## src/rtl/frac_baud_pkg.sv

```systemverilog
package frac_baud_pkg;

  // Strobes from the control half to the datapath half.
  typedef struct packed {
    logic clear;     // zero the fractional accumulator and bit counter
    logic presTick;  // one prescaled step
  } dpCtl_t;

endpackage

```

## src/rtl/frac_baud_ctrl.sv

```systemverilog
module frac_baud_ctrl
  import frac_baud_pkg::*;
#(
  parameter int DIV_W  = 3,
  parameter int FD_W   = 6,
  parameter int DATA_W = 8
) (
  input  logic              clk,
  input  logic              rstN,
  input  logic              regWrEn,
  input  logic              regAddr,
  input  logic [DATA_W-1:0] regWrData,
  output logic              enable,
  output logic [FD_W-1:0]   fdVal,
  output dpCtl_t            dpCtl
);

  localparam int   PRE_W    = (1 << DIV_W) - 1;
  localparam int   EN_BIT   = DATA_W - 1;
  localparam logic ADDR_CTL = 1'b0;
  localparam logic ADDR_FD  = 1'b1;

  logic [DIV_W-1:0] divSel;
  logic [PRE_W-1:0] preCnt;
  logic [PRE_W-1:0] preMax;
  logic             ctlWr;
  logic             fdWr;
  logic             clearNow;
  logic             presTick;

  assign ctlWr = regWrEn && (regAddr == ADDR_CTL);
  assign fdWr  = regWrEn && (regAddr == ADDR_FD);

  // Control register: enable and binary divider select; middle bits dropped.
  always_ff @(posedge clk) begin
    if (!rstN) begin
      enable <= 1'b0;
      divSel <= '0;
    end else if (ctlWr) begin
      enable <= regWrData[EN_BIT];
      divSel <= regWrData[DIV_W-1:0];
    end
  end

  // Fractional register: low FD_W bits only.
  always_ff @(posedge clk) begin
    if (!rstN) begin
      fdVal <= '0;
    end else if (fdWr) begin
      fdVal <= regWrData[FD_W-1:0];
    end
  end

  // Terminal count of the prescaler is a thermometer mask of 2^DIV - 1.
  for (genvar b = 0; b < PRE_W; b++) begin : g_preMask
    assign preMax[b] = (b < int'(divSel));
  end

  assign clearNow = regWrEn || !enable;
  assign presTick = enable && (preCnt == preMax);

  always_ff @(posedge clk) begin
    if (!rstN) begin
      preCnt <= '0;
    end else if (clearNow || presTick) begin
      preCnt <= '0;
    end else begin
      preCnt <= preCnt + 1'b1;
    end
  end

  assign dpCtl.clear    = clearNow;
  assign dpCtl.presTick = presTick;


  pres_spacing_chk: assert property (@(posedge clk) disable iff (!rstN)
    (presTick && !clearNow && (preMax != '0)) |=> !presTick);


  clear_on_disable_chk: assert property (@(posedge clk) disable iff (!rstN)
    $fell(enable) |-> (preCnt == '0));

endmodule

```

## src/rtl/frac_baud_dp.sv

```systemverilog
module frac_baud_dp
  import frac_baud_pkg::*;
#(
  parameter int FD_W     = 6,
  parameter int BIT_LOG2 = 5
) (
  input  logic            clk,
  input  logic            rstN,
  input  dpCtl_t          dpCtl,
  input  logic [FD_W-1:0] fdVal,
  output logic            overTick,
  output logic            bitTick
);

  localparam int ACC_W = FD_W + 1;
  localparam int SUM_W = FD_W + 2;
  localparam int STEP  = 1 << FD_W;

  logic [ACC_W-1:0]    acc;
  logic [SUM_W-1:0]    sumVal;
  logic [SUM_W-1:0]    limitVal;
  logic                fracPulse;
  logic [BIT_LOG2-1:0] bitCnt;

  assign sumVal    = {1'b0, acc} + SUM_W'(STEP);
  assign limitVal  = SUM_W'(STEP) + {2'b00, fdVal};
  assign fracPulse = dpCtl.presTick && (sumVal >= limitVal);

  // Phase accumulator: add one whole step per prescaled tick, keep remainder.
  always_ff @(posedge clk) begin
    if (!rstN || dpCtl.clear) begin
      acc <= '0;
    end else if (dpCtl.presTick) begin
      acc <= fracPulse ? ACC_W'(sumVal - limitVal) : ACC_W'(sumVal);
    end
  end

  // Divide the fractional pulses down to one per bit.
  always_ff @(posedge clk) begin
    if (!rstN || dpCtl.clear) begin
      bitCnt <= '0;
    end else if (fracPulse) begin
      bitCnt <= bitCnt + 1'b1;
    end
  end

  assign overTick = fracPulse && bitCnt[0];
  assign bitTick  = fracPulse && (&bitCnt);


  acc_bound_chk: assert property (@(posedge clk) disable iff (!rstN)
    ({1'b0, acc} < limitVal));


  restart_quiet_chk: assert property (@(posedge clk) disable iff (!rstN)
    dpCtl.clear |=> (!bitTick && !overTick));

endmodule

```

## src/rtl/frac_baud_gen.sv

```systemverilog
module frac_baud_gen
  import frac_baud_pkg::*;
#(
  parameter int DIV_W    = 3,
  parameter int FD_W     = 6,
  parameter int DATA_W   = 8,
  parameter int BIT_LOG2 = 5
) (
  input  logic              clk,
  input  logic              rstN,
  input  logic              regWrEn,
  input  logic              regAddr,
  input  logic [DATA_W-1:0] regWrData,
  input  logic              legacyTxTick,
  input  logic              legacyRxTick,
  output logic              txTick,
  output logic              rxTick
);

  logic            enable;
  logic [FD_W-1:0] fdVal;
  dpCtl_t          dpCtl;
  logic            overTick;
  logic            bitTick;

  frac_baud_ctrl #(
    .DIV_W (DIV_W),
    .FD_W  (FD_W),
    .DATA_W(DATA_W)
  ) u_ctrl (
    .clk      (clk),
    .rstN     (rstN),
    .regWrEn  (regWrEn),
    .regAddr  (regAddr),
    .regWrData(regWrData),
    .enable   (enable),
    .fdVal    (fdVal),
    .dpCtl    (dpCtl)
  );

  frac_baud_dp #(
    .FD_W    (FD_W),
    .BIT_LOG2(BIT_LOG2)
  ) u_dp (
    .clk     (clk),
    .rstN    (rstN),
    .dpCtl   (dpCtl),
    .fdVal   (fdVal),
    .overTick(overTick),
    .bitTick (bitTick)
  );

  // Fallback selection on the enables themselves.
  assign txTick = enable ? bitTick  : legacyTxTick;
  assign rxTick = enable ? overTick : legacyRxTick;


  over_at_bit_chk: assert property (@(posedge clk) disable iff (!rstN)
    (enable && txTick) |-> rxTick);

endmodule

```

## config.mk

```make
export PLATFORM = sky130hd
export DESIGN_NAME = frac_baud_gen
export DESIGN_NICKNAME = d
export VERILOG_FILES = /design/src/rtl/frac_baud_pkg.sv /design/src/rtl/frac_baud_ctrl.sv /design/src/rtl/frac_baud_dp.sv /design/src/rtl/frac_baud_gen.sv
export SDC_FILE = /design/constraint.sdc
export NUM_CORES = 1
export LEC_CHECK = 0
export ABC_AREA = 1
export BUFFER_PORTS_ARGS = -buffer_cell sky130_fd_sc_hd__buf_4
export CORE_MARGIN = 2
export CORE_UTILIZATION = 63
export DETAILED_ROUTE_END_ITERATION = 12
export PLACE_DENSITY = 0.84
export SYNTH_ARGS = -nofsm -noshare
export SYNTH_HDL_FRONTEND = slang
export SYNTH_HIERARCHICAL = 1
export SYNTH_SLANG_ARGS = --single-unit
```

## constraint.sdc

```tcl
create_clock -name clk -period 3.9 [get_ports clk]
set_input_delay 0.195 -clock clk [delete_from_list [all_inputs] [get_ports clk]]
set_output_delay 0.195 -clock clk [all_outputs]
set_load 0.02 [all_outputs]
```

==> key figures <==
Route
  • Initial drt markers: 80
  • Antenna-violating nets left: 0
  • WL/cell: 10.2 um
  • Routed Wire Length: 3.16 mm
  • DR vias: 1548
  • DR vias/cell: 5.01
  • DRC Markers: 0
  • First-pass DRT Iterations: 4

Critical path
  • Worst Path Required: 3.70 ns
  • Element type at the critical path end: output port
  • Crit path DAT: 2.31 ns
  • Worst setup SP type: flip-flop
  • Setup crit start: u_dp/acc[0]$_SDFFE_PP0P_
  • R2r worst-path depth: 12
  • RR Endpoint: u_dp/acc[1]$_SDFFE_PP0P_
  • R2r startpoint: u_dp/acc[0]$_SDFFE_PP0P_
  • Reg2Reg Setup Slack: 1.91 ns
  • Crit Path Category: flip-flop to output port
  • Critical path fanouts, max: 11

Floorplan
  • Die area: 0.00325 sq mm
  • Die Ht: 57.1 um
  • Die Span X: 57.1 um
  • Starting Density: 0.654
  • I/O pin count: 16
  • Core Region: 0.00271 sq mm
  • Std-Cell Rows: 19

STA
  • Final hold vios: 0
  • Slew Viols, Final: 0
  • Slew @ Worst Pin: 0.727 ns
  • Setup TNS: 0 ns
  • RSZ-0062 raised after global routing: false
  • Hold Slack: 0.0859 ns
  • Clock Skew: 0.00803 ns
  • Slew margin rel.: 0.514
  • Setup violators final: 0
  • Final worst slack: 1.40 ns
  • F_max: 399 MHz
  • Final period utilization: 0.642
  • Final Critical Period: 2.50 ns

Power and ir drop
  • Cell Pwr Density: 302 mW/mm^2
  • Worst VDD drop: 0.273 mV
  • Leak Pwr: 0.869 nW

Layout
  • Nets@finish: 301
  • Multi-input logic area: 993 sq um
  • Fillers: 242
  • Layout Utilization: 0.706
  • Reg area: 581 sq um
  • Number of inserted diodes: 0
  • Share of cells above drive strength 1: 0.155
  • Synthesis-to-layout area growth: 7.97%

Run
  • Max cap viols: 0

Logic synthesis
  • Unique cell type count in the Yosys netlist: 27
  • Register area share after synthesis: 0.327
  • Mapped Area: 0.00177 sq mm
  • Top-count cell post-synth: nand2_1
  • Gate Count Post-Synth: 263
  • Ys Warns: 6
  • Commonest cells post-synth: nand2_1 (61), nor2_1 (50), inv_1 (36)
  • Yosys reg bits: 29
  • Ys flop type: dfxtp_1
  • Async set or reset register ratio after synthesis: 0
  • Mean post-synth cell area: 6.74 sq um
  • Synth area leaders: dfxtp_1 (33%), nand2_1 (13%), nor2_1 (11%), inv_1 (7.6%), ha_1 (6.4%)
  • Area leader, netlist: dfxtp_1
  • EDFF count, synth: 0
  • Syn Nets: 287
  • Top-area cell type share of the netlist area: 0.327

Worst hold path
  • Worst Hold Path EP: u_ctrl/enable$_SDFFE_PN0P_
  • Hold Path Stages: 3
  • Hold_sp: regWrData[7]
  • Worst min path class: input port to flip-flop

Clock network
  • Post-CTS resize count: 0
  • Hold-fix buffers, CTS: 0
  • Clock Pin Slew Worst Setup and Hold Paths: 0.09 ns
  • # clock sinks: 29
  • Cts bufs inserted: 5
  • Clock Latency Late Sink: 0.33 ns
  • Htree depth: 2
  • Clock buffer depth: 2
  • CTS root buf: clkbuf_4
  • CTS tree: done
  • Post-CTS Setup Repair Bufs: 0

Outcome
  • Status: completed

Global route
  • Vias in the first global route: 1365
  • Grt ovf: 0
  • First-pass GRT wire length: 5.45 mm
  • GR Util All Layers: 0.215
  • Largest net degree at the start of global routing: 13
  • Initial antenna violation count: 0

Placed design
  • DP Wirelength: 2.44 mm
  • Port bufs: 14
  • GP Congestion: 0.843
  • DP Worst Slack: 1.76 ns
==> logic make-up after synthesis <==
logic type               after synthesis  synth area share
AO/OA/AOI/OAI                         20            0.0565
XOR/XNOR                               9            0.0445
adder cells (fa/ha/maj)               10            0.0748
buffers and inverters                 45             0.112
flip-flops                            29             0.327
AND/OR/NAND/NOR                      150             0.385
==> worst max-delay path by stage <==
stage | end | depth (start not counted)
6_report | txTick | 13
5_1_grt | txTick | 13
4_1_cts | txTick | 13
3_5_place_dp | txTick | 13
3_3_place_gp | txTick | 13
2_1_floorplan | rxTick | 13
==> worst max-delay path, cell delays in order (launching register included) <==
cell     delay, ns
dfxtp_1       0.32
inv_1         0.05
ha_1          0.12
inv_1         0.07
fa_1          0.41
nand2_1       0.08
nand2_1       0.08
nand3_2       0.07
nand3_2       0.22
nand2_2       0.23
nor2_1        0.06
nand2_1       0.05
nand2_1       0.05
buf_4         0.15
==> final cells by class <==
| class | count | area share |
|---|---|---|
| clock buffers | 6 | 0.0216 |
| inverters | 38 | 0.0758 |
| flip-flops and latches | 29 | 0.303 |
| repair buffers | 14 | 0.0549 |
| well taps | 31 | 0.0203 |
| clock inverters | 2 | 0.00523 |
| multi-input cells | 189 | 0.519 |
==> through the flow <==
stage | area, sq um | total power [mW] | cells
after floorplan | 1770 | 0.397 | 263
after global placement | 1860 | 0.415 | 301
after detailed placement | 1860 | 0.417 | 301
after CTS | 1910 | 0.583 | 309
after global routing | 1910 | 0.612 | 309
final | 1910 | 0.579 | 309
==> state kept, by name, indices dropped and copies added, names as in the netlist <==
| name | cells |
|---|---|
| u_ctrl/divSel | 3 |
| u_ctrl/enable | 1 |
| u_ctrl/fdVal | 6 |
| u_ctrl/preCnt | 7 |
| u_dp/acc | 7 |
| u_dp/bitCnt | 5 |
==> where the power goes <==
group	switching, mW	internal [mW]
logic	0.0619	0.0385
registers	0.00734	0.303
clock network	0.0992	0.0684
==> per-layer routing <==
metal | wire length, um | GRT usage | vias to the layer above | share of wire
met5 | 0 | 0 | - | 0
met4 | 44 | 0.0698 | 0 | 0.014
met3 | 109 | 0.0816 | 4 | 0.035
met2 | 1480 | 0.345 | 24 | 0.47
met1 | 1520 | 0.268 | 684 | 0.48
li1 | - | - | 836 | -
==> cells in the final DEF (no fill, tap or decap), types with 9 or more instances in the layout <==
master   netlist  final
dfxtp_1       29     29
ha_1           9      9
inv_1         36     36
buf_4          2     14
nand2_1       61     61
nand3_1       12     12
a21oi_1        9      9
nor2_1        50     50
o21ai_0       10     10
nor2_2        11     11
Power figures use the tool's default switching activity.
